<file path="src/rtl/sram_tg_pkg.sv">
package sram_tg_pkg;

   typedef enum logic [1:0] {
      AT_SRAM  = 2'd0,
      AT_BSRAM = 2'd1,
      AT_BROM  = 2'd2,
      AT_OTHER = 2'd3
   } area_type_e;

   typedef enum logic [2:0] {
      ST_IDLE,
      ST_SETUP,
      ST_STRB,
      ST_RDH,
      ST_HOLD
   } seq_state_e;

   // one area's timing nibble, msb first
   typedef struct packed {
      logic       rdh;
      logic       setup;
      logic [1:0] hold;
   } tfield_t;

endpackage

</file>
<file path="src/rtl/sram_tg_cfg_sel.sv">
module sram_tg_cfg_sel
   import sram_tg_pkg::*;
#(
   parameter int NUM_AREAS = 7,
   parameter int WAIT_W    = 3,
   parameter int AREA_W    = 3,
   parameter logic [15:0] RDH_AREAS = 16'h0012
) (
   input  logic [4*NUM_AREAS-1:0]      timing_cfg,
   input  logic [2*NUM_AREAS-1:0]      area_type,
   input  logic [WAIT_W*NUM_AREAS-1:0] access_wait,
   input  logic [AREA_W-1:0]           sel_area,
   output tfield_t                     eff,
   output logic [WAIT_W-1:0]           wait_cyc
);

   tfield_t           eff_arr  [NUM_AREAS];
   logic [WAIT_W-1:0] wait_arr [NUM_AREAS];

   for (genvar n = 0; n < NUM_AREAS; n++) begin : g_area
      tfield_t    raw;
      area_type_e typ;
      logic       timed;
      assign raw   = timing_cfg[4*n +: 4];
      assign typ   = area_type_e'(area_type[2*n +: 2]);
      assign timed = (typ != AT_OTHER);
      assign eff_arr[n].setup = timed & raw.setup;
      assign eff_arr[n].hold  = timed ? raw.hold : 2'd0;
      if (RDH_AREAS[n]) begin : g_rdh
         assign eff_arr[n].rdh = raw.rdh & (typ == AT_SRAM);
      end else begin : g_nordh
         assign eff_arr[n].rdh = 1'b0;
      end
      assign wait_arr[n] = access_wait[WAIT_W*n +: WAIT_W];
   end

   always_comb begin
      eff      = '0;
      wait_cyc = '0;
      for (int n = 0; n < NUM_AREAS; n++) begin
         if (sel_area == AREA_W'(n)) begin
            eff      = eff_arr[n];
            wait_cyc = wait_arr[n];
         end
      end
   end

endmodule

</file>
<file path="src/rtl/sram_tg_seq.sv">
module sram_tg_seq
   import sram_tg_pkg::*;
#(
   parameter int WAIT_W = 3
) (
   input  logic              clk,
   input  logic              rst_n,
   input  logic              req,
   input  logic              req_we,
   input  tfield_t           eff,
   input  logic [WAIT_W-1:0] wait_cyc,
   output logic              idle,
   output logic              wr,
   output logic              rd_strb,
   output logic              wr_strb,
   output logic              sample,
   output logic              last
);

   localparam int CNT_W = (WAIT_W > 2) ? WAIT_W : 2;

   seq_state_e       st, st_d;
   logic [CNT_W-1:0] cnt, cnt_d;
   logic [1:0]       hold_q;
   logic             rdh_q;
   logic             wr_q;
   logic             accept;

   assign accept = (st == ST_IDLE) && req;

   always_comb begin
      st_d  = st;
      cnt_d = cnt;
      case (st)
         ST_IDLE: begin
            if (req) begin
               st_d  = eff.setup ? ST_SETUP : ST_STRB;
               cnt_d = CNT_W'(wait_cyc);
            end
         end
         ST_SETUP: st_d = ST_STRB;
         ST_STRB: begin
            if (cnt != '0) begin
               cnt_d = cnt - CNT_W'(1);
            end else if (rdh_q) begin
               st_d = ST_RDH;
            end else if (hold_q != 2'd0) begin
               st_d  = ST_HOLD;
               cnt_d = CNT_W'(hold_q) - CNT_W'(1);
            end else begin
               st_d = ST_IDLE;
            end
         end
         ST_RDH: begin
            if (hold_q != 2'd0) begin
               st_d  = ST_HOLD;
               cnt_d = CNT_W'(hold_q) - CNT_W'(1);
            end else begin
               st_d = ST_IDLE;
            end
         end
         ST_HOLD: begin
            if (cnt != '0) cnt_d = cnt - CNT_W'(1);
            else           st_d  = ST_IDLE;
         end
         default: st_d = ST_IDLE;
      endcase
   end

   always_ff @(posedge clk or negedge rst_n) begin
      if (!rst_n) begin
         st     <= ST_IDLE;
         cnt    <= '0;
         hold_q <= 2'd0;
         rdh_q  <= 1'b0;
         wr_q   <= 1'b0;
      end else begin
         st  <= st_d;
         cnt <= cnt_d;
         if (accept) begin
            wr_q   <= req_we;
            hold_q <= eff.hold;
            rdh_q  <= eff.rdh & ~req_we;
         end
      end
   end

   assign idle    = (st == ST_IDLE);
   assign wr      = wr_q;
   assign rd_strb = !wr_q && ((st == ST_STRB) || (st == ST_RDH));
   assign wr_strb = wr_q && (st == ST_STRB);
   assign sample  = (st == ST_STRB) && (cnt == '0);
   assign last    = ((st == ST_STRB) && (cnt == '0) && !rdh_q && (hold_q == 2'd0))
                 || ((st == ST_RDH) && (hold_q == 2'd0))
                 || ((st == ST_HOLD) && (cnt == '0));

endmodule

</file>
<file path="src/rtl/sram_cycle_gen.sv">
module sram_cycle_gen
   import sram_tg_pkg::*;
#(
   parameter int NUM_AREAS = 7,
   parameter int ADDR_W    = 16,
   parameter int DATA_W    = 16,
   parameter int WAIT_W    = 3,
   parameter logic [15:0] RDH_AREAS = 16'h0012,
   localparam int AREA_W   = (NUM_AREAS > 1) ? $clog2(NUM_AREAS) : 1
) (
   input  logic                        clk,
   input  logic                        rst_n,
   input  logic                        req,
   input  logic                        req_we,
   input  logic [AREA_W-1:0]           req_area,
   input  logic [ADDR_W-1:0]           req_addr,
   input  logic [DATA_W-1:0]           req_wdata,
   output logic                        ack,
   output logic [DATA_W-1:0]           rdata,
   input  logic [4*NUM_AREAS-1:0]      timing_cfg,
   input  logic [2*NUM_AREAS-1:0]      area_type,
   input  logic [WAIT_W*NUM_AREAS-1:0] access_wait,
   output logic [ADDR_W-1:0]           bus_addr,
   output logic [NUM_AREAS-1:0]        bus_cs_n,
   output logic                        bus_rd_n,
   output logic                        bus_we_n,
   output logic                        bus_oe,
   output logic [DATA_W-1:0]           bus_dout,
   input  logic [DATA_W-1:0]           bus_din
);

   if (NUM_AREAS < 1 || NUM_AREAS > 16) begin : g_bad_areas
      $error("NUM_AREAS must lie in 1..16");
   end
   if (WAIT_W < 1 || WAIT_W > 8) begin : g_bad_wait
      $error("WAIT_W must lie in 1..8");
   end
   if (ADDR_W < 1 || DATA_W < 1) begin : g_bad_bus
      $error("ADDR_W and DATA_W must be positive");
   end

   tfield_t           eff;
   logic [WAIT_W-1:0] wait_cyc;
   logic              idle, wr, rd_strb, wr_strb, sample, last;
   logic              accept;
   logic [AREA_W-1:0] area_q;
   logic [ADDR_W-1:0] addr_q;
   logic [DATA_W-1:0] wdata_q;

   sram_tg_cfg_sel #(
      .NUM_AREAS (NUM_AREAS),
      .WAIT_W    (WAIT_W),
      .AREA_W    (AREA_W),
      .RDH_AREAS (RDH_AREAS)
   ) u_cfg (
      .timing_cfg  (timing_cfg),
      .area_type   (area_type),
      .access_wait (access_wait),
      .sel_area    (req_area),
      .eff         (eff),
      .wait_cyc    (wait_cyc)
   );

   sram_tg_seq #(
      .WAIT_W (WAIT_W)
   ) u_seq (
      .clk      (clk),
      .rst_n    (rst_n),
      .req      (req),
      .req_we   (req_we),
      .eff      (eff),
      .wait_cyc (wait_cyc),
      .idle     (idle),
      .wr       (wr),
      .rd_strb  (rd_strb),
      .wr_strb  (wr_strb),
      .sample   (sample),
      .last     (last)
   );

   assign accept = idle && req;

   always_ff @(posedge clk or negedge rst_n) begin
      if (!rst_n) begin
         area_q  <= '0;
         addr_q  <= '0;
         wdata_q <= '0;
         rdata   <= '0;
      end else begin
         if (accept) begin
            area_q  <= req_area;
            addr_q  <= req_addr;
            wdata_q <= req_wdata;
         end
         if (sample && !wr) rdata <= bus_din;
      end
   end

   for (genvar n = 0; n < NUM_AREAS; n++) begin : g_cs
      assign bus_cs_n[n] = !(!idle && (area_q == AREA_W'(n)));
   end

   assign bus_addr = addr_q;
   assign bus_dout = wdata_q;
   assign bus_oe   = !idle && wr;
   assign bus_rd_n = !rd_strb;
   assign bus_we_n = !wr_strb;
   assign ack      = last;

endmodule

</file>
<file path="config.mk">
export PLATFORM = sky130hd
export DESIGN_NAME = sram_cycle_gen
export DESIGN_NICKNAME = d
export VERILOG_FILES = /design/src/rtl/sram_tg_pkg.sv /design/src/rtl/sram_tg_cfg_sel.sv /design/src/rtl/sram_tg_seq.sv /design/src/rtl/sram_cycle_gen.sv
export SDC_FILE = /design/constraint.sdc
export NUM_CORES = 1
export LEC_CHECK = 0
export CORE_ASPECT_RATIO = 1.5
export CORE_UTILIZATION = 40
export DETAILED_ROUTE_END_ITERATION = 6
export GPL_TIMING_DRIVEN = 0
export PLACE_DENSITY_LB_ADDON = 0.2
export SLEW_MARGIN = 0
export SYNTH_ARGS = -nofsm -noshare
export SYNTH_HDL_FRONTEND = slang
export SYNTH_HIERARCHICAL = 1
export SYNTH_SLANG_ARGS = --single-unit
</file>
<file path="constraint.sdc">
create_clock -name clk -period 2.38 [get_ports clk]
set_clock_uncertainty 0.05 [all_clocks]
set_input_delay 0.714 -clock clk [delete_from_list [all_inputs] [get_ports clk]]
set_output_delay 0.714 -clock clk [all_outputs]
set_load 0.03 [all_outputs]
</file>
# Yosys cells after proc, flatten, opt, wreduce, memory -nomap -nowiden
# Index checks and enable logic that the tools add are counted.
classes:
  add_sub_neg: 2
  n_mul: 0
  div: 0
  n_lt_le_gt_ge: 0
  n_eq_ne: 28
  shifts: 0
  mux: 34
  bitwise_logic: 11
  n_reduce_logical: 44
op_table:
  columns: ["cell", "n"]
  rows:
  - ["two-way mux 3 bit", 18]
  - ["two-way mux 4 bit", 6]
  - ["equality test 3 bit (second input constant)", 7]
  - ["inequality test 2 bit (second input constant)", 10]
  - ["equality test 3 x 2 -> 1 bit (second input constant)", 6]
  - ["logical AND 1 bit", 17]
  - ["two-way mux 2 bit", 8]
  - ["case mux 3 bit (5 select lines)", 1]
  - ["zero test 1 bit", 12]
  - ["zero test 3 bit", 4]
  - ["case mux 3 bit (4 select lines)", 1]
  - ["bitwise AND 1 bit", 10]
  - ["equality test 3 x 1 -> 1 bit (second input constant)", 3]
  - ["zero test 2 bit", 3]
  - ["AND reduction 4 bit", 1]
  - ["nonzero test 4 bit", 1]
  - ["logical OR 1 bit", 3]
  - ["inequality test 3 bit (second input constant)", 1]
  - ["AND reduction 3 bit", 1]
  - ["nonzero test 3 bit", 1]
  - ["subtractor 2 x 1 -> 3 bit (second input constant)", 1]
  - ["subtractor 3 x 1 -> 3 bit (second input constant)", 1]
  - ["inequality test 2 x 1 -> 1 bit (second input constant)", 1]
  - ["nonzero test 2 bit", 1]
  - ["inverter 1 bit", 1]
totals:
  reg_bits: 61
  latch_bits: 0
  ramBits: 0
  mem_bits_ro: 0
  inputBits: 118
  word_cells: 128
  n_memories: 0

# Logic depth before layout (Yosys ltp)
logic_depth:
  word_depth: 12
  depth_mapped: 9
  mapped_depth_nobuf: 8

# Hierarchy
# The synthesis kept the hierarchy.
modules_own_cells:
  columns: ["mod", "n_inst", "cells_each", "area_each_um2", "seq_area_each_um2"]
  rows:
  - ["sram_cycle_gen", 1, 124, 2173.3, 1276.2]
  - ["sram_tg_seq", 1, 84, 748.2, 250.2]
  - ["sram_tg_cfg_sel", 1, 69, 509.2, 0.0]

# Least setup slack after synthesis
# Ideal clock, no wire load.
synth_path:
  path_type: "reg2out"
  from: "reg u_seq.st[0]"
  to: "out bus_cs_n[4]"
  t_arrival_ps: 1368
  required_time_ps: 1616
  path_slack_ps: 248
  stages_incl_launch_ff: 4
  path_cell_list: "dfrtp_1 -> nor3_1 -> and2b_2 -> nand2_1"
synth_via:
  elab_chain_len: 4
synth_lines:
  columns: ["element", "line_no", "rtl"]
  rows:
  - ["from (decl)", "sram_tg_seq.sv:22", "seq_state_e st, st_d;"]
  - ["from (signal assigned)", "sram_tg_seq.sv:78", "st <= st_d;"]
  - ["zero test 3 bit", "sram_tg_seq.sv:88", "assign idle = (st == ST_IDLE);"]
  - ["named net idle", "sram_cycle_gen.sv:44", "logic idle, wr, rd_strb, wr_strb, sample, last;"]
  - ["zero test 1 bit", "sram_cycle_gen.sv:100", "assign bus_cs_n[n] = !(!idle && (area_q == AREA_W'(n)));"]
  - ["logical AND 1 bit", "sram_cycle_gen.sv:100", null]
  - ["zero test 1 bit", "sram_cycle_gen.sv:100", null]
  - ["to (decl)", "sram_cycle_gen.sv:24", "output logic [NUM_AREAS-1:0] bus_cs_n,"]
# The timed path passes the listed nets, and every way through them passes these cells.

# Final worst setup path
layout_path:
  from: "in req_area[1]"
  to: "reg u_seq.cnt[2]"
layout_via:
  elab_chain_len: 10
layout_lines:
  columns: ["element", "line_no", "rtl"]
  rows:
  - ["from (decl)", "sram_cycle_gen.sv:15", "input logic [AREA_W-1:0] req_area,"]
  - ["zero test 3 bit", "sram_tg_cfg_sel.sv:41", "if (sel_area == AREA_W'(n)) begin"]
  - ["two-way mux 3 bit (6 in series)", "sram_tg_cfg_sel.sv:41", null]
  - ["two-way mux 3 bit *", "sram_tg_cfg_sel.sv:41", null]
  - ["named net wait_cyc[2]", "sram_cycle_gen.sv:43", "logic [WAIT_W-1:0] wait_cyc;"]
  - ["two-way mux 3 bit *", "sram_tg_seq.sv:36", "if (req) begin"]
  - ["case mux 3 bit (4 select lines) *", "sram_tg_seq.sv:34", "case (st)"]
  - ["to (signal assigned)", "sram_tg_seq.sv:79", "cnt <= cnt_d;"]
  - ["to (decl)", "sram_tg_seq.sv:23", "logic [CNT_W-1:0] cnt, cnt_d;"]
# The timed path passes the listed nets; every way through them passes the cells marked *. The select of a mux whose other input is x is not followed.
# A chain may end at the register's enable or synchronous reset.

==> impl_metrics.py <==
metrics = {
    "sta": {
        "layout_min_cycle_time_ps": 2350,
        "finalHoldViolations": 0,
        "tightestPinTransition_ps": 523,
        "whs_ps": 315,
        "final-setup-viol-count": 0,
        "relSlewSlack_pct": 65.2,
        "max_freq_mhz": 425,
        "rsz0062_at_grt": "yes",
        "post-route-period-util_pct": 98.8,
        "timing.setup.tns_ps": 0,
        "finalMaxSlewViolations": 0,
    },
    "outcome": {
        "status": "completed",
    },
    "setup_path": {
        "path_class": "in -> reg",
        "regToRegEndpoint": "rdata[6]$_DFFE_PN0P_",
        "cp_max_fo": 4,
        "start_kind": "input port",
        "reg2reg_slack_ps": 420,
        "cp.required_ps": 2530,
        "worstPathArrival_ps": 2510,
        "rr_worst_depth": 8,
        "r2r_start": "u_seq/cnt[0]$_DFFE_PN0P_",
        "end_kind": "register",
    },
    "global_route": {
        "antenna_found_initial": 0,
        "grt_pass1_vias": 3117,
        "grt.overflow.total": 0,
        "grt_usage_pct": 21.8,
        "grt_max_degree": 41,
        "grt_pass1_wl_um": 15100,
    },
    "layout": {
        "drive_above_1_share_pct": 29.1,
        "synthToLayoutAreaGrowth_pct": 65.1,
        "ff_latch_area_mm2": 0.00153,
        "nets": 586,
        "layout_commonest_cell": "clkdlybuf4s50_1",
        "fill_cells": 618,
        "n_antenna_cell": 0,
        "post-route-util_pct": 67.7,
        "layout_common_cells": "156 x clkdlybuf4s50_1, 58 x dfrtp_1, 40 x mux2_4, 19 x nand2_1, 14 x mux2_2",
        "multi_input_area_mm2": 0.00180,
    },
    "power_and_ir_drop": {
        "peakVddDrop_mv": 0.657,
        "power_leakage_nw": 2.41,
        "p_per_area_mw_per_mm2": 1280,
    },
    "cts": {
        "clk_pin_slew_worst_paths_ps": 50,
        "max-clock-path-buffers": 2,
        "cts-root-buf": "clkbuf_16",
        "clk_latency_ps": 320,
        "cts_buffers": 9,
        "cts_sinks": 61,
        "htree_num_levels": 3,
        "hold_buffers": 0,
        "cts_tree": "done",
    },
    "die": {
        "core-area_mm2": 0.00836,
        "ios": 177,
        "die_h_um": 115,
        "die_w_um": 77.6,
        "dieArea_mm2": 0.00896,
        "row_count": 41,
        "start_util_pct": 41.0,
    },
    "route": {
        "num_vias": 3019,
        "drt_iter0_markers": 82,
        "routed_wl_um": 9360,
        "antenna_left": 0,
        "vias_per_cell": 5.22,
        "wl_per_cell_um": 16.2,
        "remaining_drc_errors": 0,
        "drt_pass1_iterations": 4,
    },
    "yosys": {
        "syn_area_mm2": 0.00343,
        "synth_area_leaders": "dfrtp_1 44%, mux2_4 18%, mux2_2 4.6%, nand2_1 2.1%, buf_12 1.8%",
        "synth-edff-count": 0,
        "synth_seq_cells": 61,
        "synth_nets": 397,
        "yosys.cell_types.count": 57,
        "synthFlopType": "dfrtp_1",
        "synthCells": 277,
        "yosys_warnings": 6,
        "yosysTopAreaCell": "dfrtp_1",
        "syn_avg_cell_area_um2": 12.4,
        "yosys.area.top_type_share_pct": 44.5,
        "yosysSeqAreaShare_pct": 44.5,
        "async_flop_share_pct": 100,
    },
    "hold_path": {
        "hold_path.class": "in -> async",
    },
    "job": {
        "drv_cap": 0,
    },
    "placement": {
        "gp_congestion": 0.869,
        "port_buffers": 171,
        "dp_hpwl_um": 7140,
    },
}
[kinds of logic after synthesis]
family / after synthesis / share of synthesized area (%)
and+or+nand+nor: 74 / 12.5
DFF: 61 / 44.5
muxes: 60 / 24.2
AOI/OAI and AO/OA: 56 / 12.8
buffers and inverters: 23 / 5.07
adders and majority gates: 2 / 0.729
xor gates and xnor gates: 1 / 0.255
[report_power, final]
part | total (mW) | switching, mW | internal [mW]
Sequential | 1.90 | 0.334 | 1.56
Combinational | 4.12 | 2.04 | 2.09
Clock | 1.25 | 0.442 | 0.807
[flip-flops by register name (all words and copies together) (netlist names)]
| name | flops |
|---|---|
| u_seq/hold_q | 2 |
| u_seq/rdh_q | 1 |
| bus_dout | 16 |
| u_seq/st | 3 |
| area_q | 3 |
| rdata | 16 |
| bus_addr | 16 |
| u_seq/wr | 1 |
| u_seq/cnt | 3 |
[critical path, stage by stage]
cell	delay, ps
dlygate4sd2_1	270
buf_2	160
nand3b_2	250
nand3_1	100
a21oi_1	70
a211oi_2	280
nor2_1	70
a31oi_1	170
o32ai_1	120
o31ai_1	300
[through the flow]
step           power, mW  area, um^2  instances  worst slack (ps)
6_report            7.27        5660        578              28.8
3_3_place_gp        5.88        5280        555             -1410
3_5_place_dp        5.95        5290        556              -744
2_1_floorplan       4.44        3430        277               248
5_1_grt             7.65        5660        578             -18.9
4_1_cts             7.31        5630        577              2.18
[synth_stat cells (2+ instances only)]
master / number
o21a_1: 2
o21ai_0: 8
nand2b_1: 2
ha_1: 2
nor3_1: 2
a22oi_1: 3
a221oi_1: 3
a31oi_1: 3
nand4_1: 4
buf_2: 4
nand4b_2: 2
a32oi_1: 6
nor2_1: 15
nand3b_1: 5
inv_1: 8
o21ai_1: 3
o31ai_1: 3
dfrtp_1: 61
nand3_1: 4
o32ai_1: 3
a211oi_1: 3
and2b_2: 3
nor2b_1: 6
a21oi_1: 8
mux2i_1: 5
inv_2: 2
mux2_4: 40
nand2_1: 19
buf_6: 4
buf_12: 3
and3_1: 2
mux2_2: 14
[layout make-up]
cell class | instances | area share [%]
plain buffers | 13 | 2.59
clock buffers | 10 | 4.04
clock inverters | 6 | 1.13
inverters | 10 | 0.663
multi-input cells | 193 | 31.8
flip-flops and latches | 61 | 27.0
well taps | 107 | 2.36
repair buffers | 178 | 30.4
[how the worst max path moves through the flow]
stage / to / slack [ps] / cells after the start / start
global route: u_seq/cnt[0]$_DFFE_PN0P_ / -20 / 9 / req_area[1]
finish: u_seq/cnt[2]$_DFFE_PN0P_ / 30 / 10 / req_area[1]
global placement: bus_addr[0]$_DFFE_PN0P_ / -1410 / 1 / rst_n
floorplan: bus_cs_n[4] / 250 / 3 / u_seq/st[0]$_DFFE_PN0P_
detailed placement: u_seq/cnt[2]$_DFFE_PN0P_ / -740 / 10 / req_area[0]
CTS: bus_oe / 2 / 3 / u_seq/st[2]$_DFFE_PN0P_
[per-layer routing]
metal  routed length (um)  GRT usage (%)  up-vias  share of wire, %
li1                     -              -     1406                 -
met1                 3500           23.0     1437                37
met2                 4970           40.8      154                53
met3                  561           5.04       22               6.0
met4                  315           9.94        0               3.4
met5                    0              0        -                 0
[what timing repair did]
item,CTS,global route
gates cloned,1,0
resized for setup,62,23
endpoints found under the setup margin,15,9
buffers inserted,4,1
pin swaps,5,3
(Power assumes the default switching activity.)
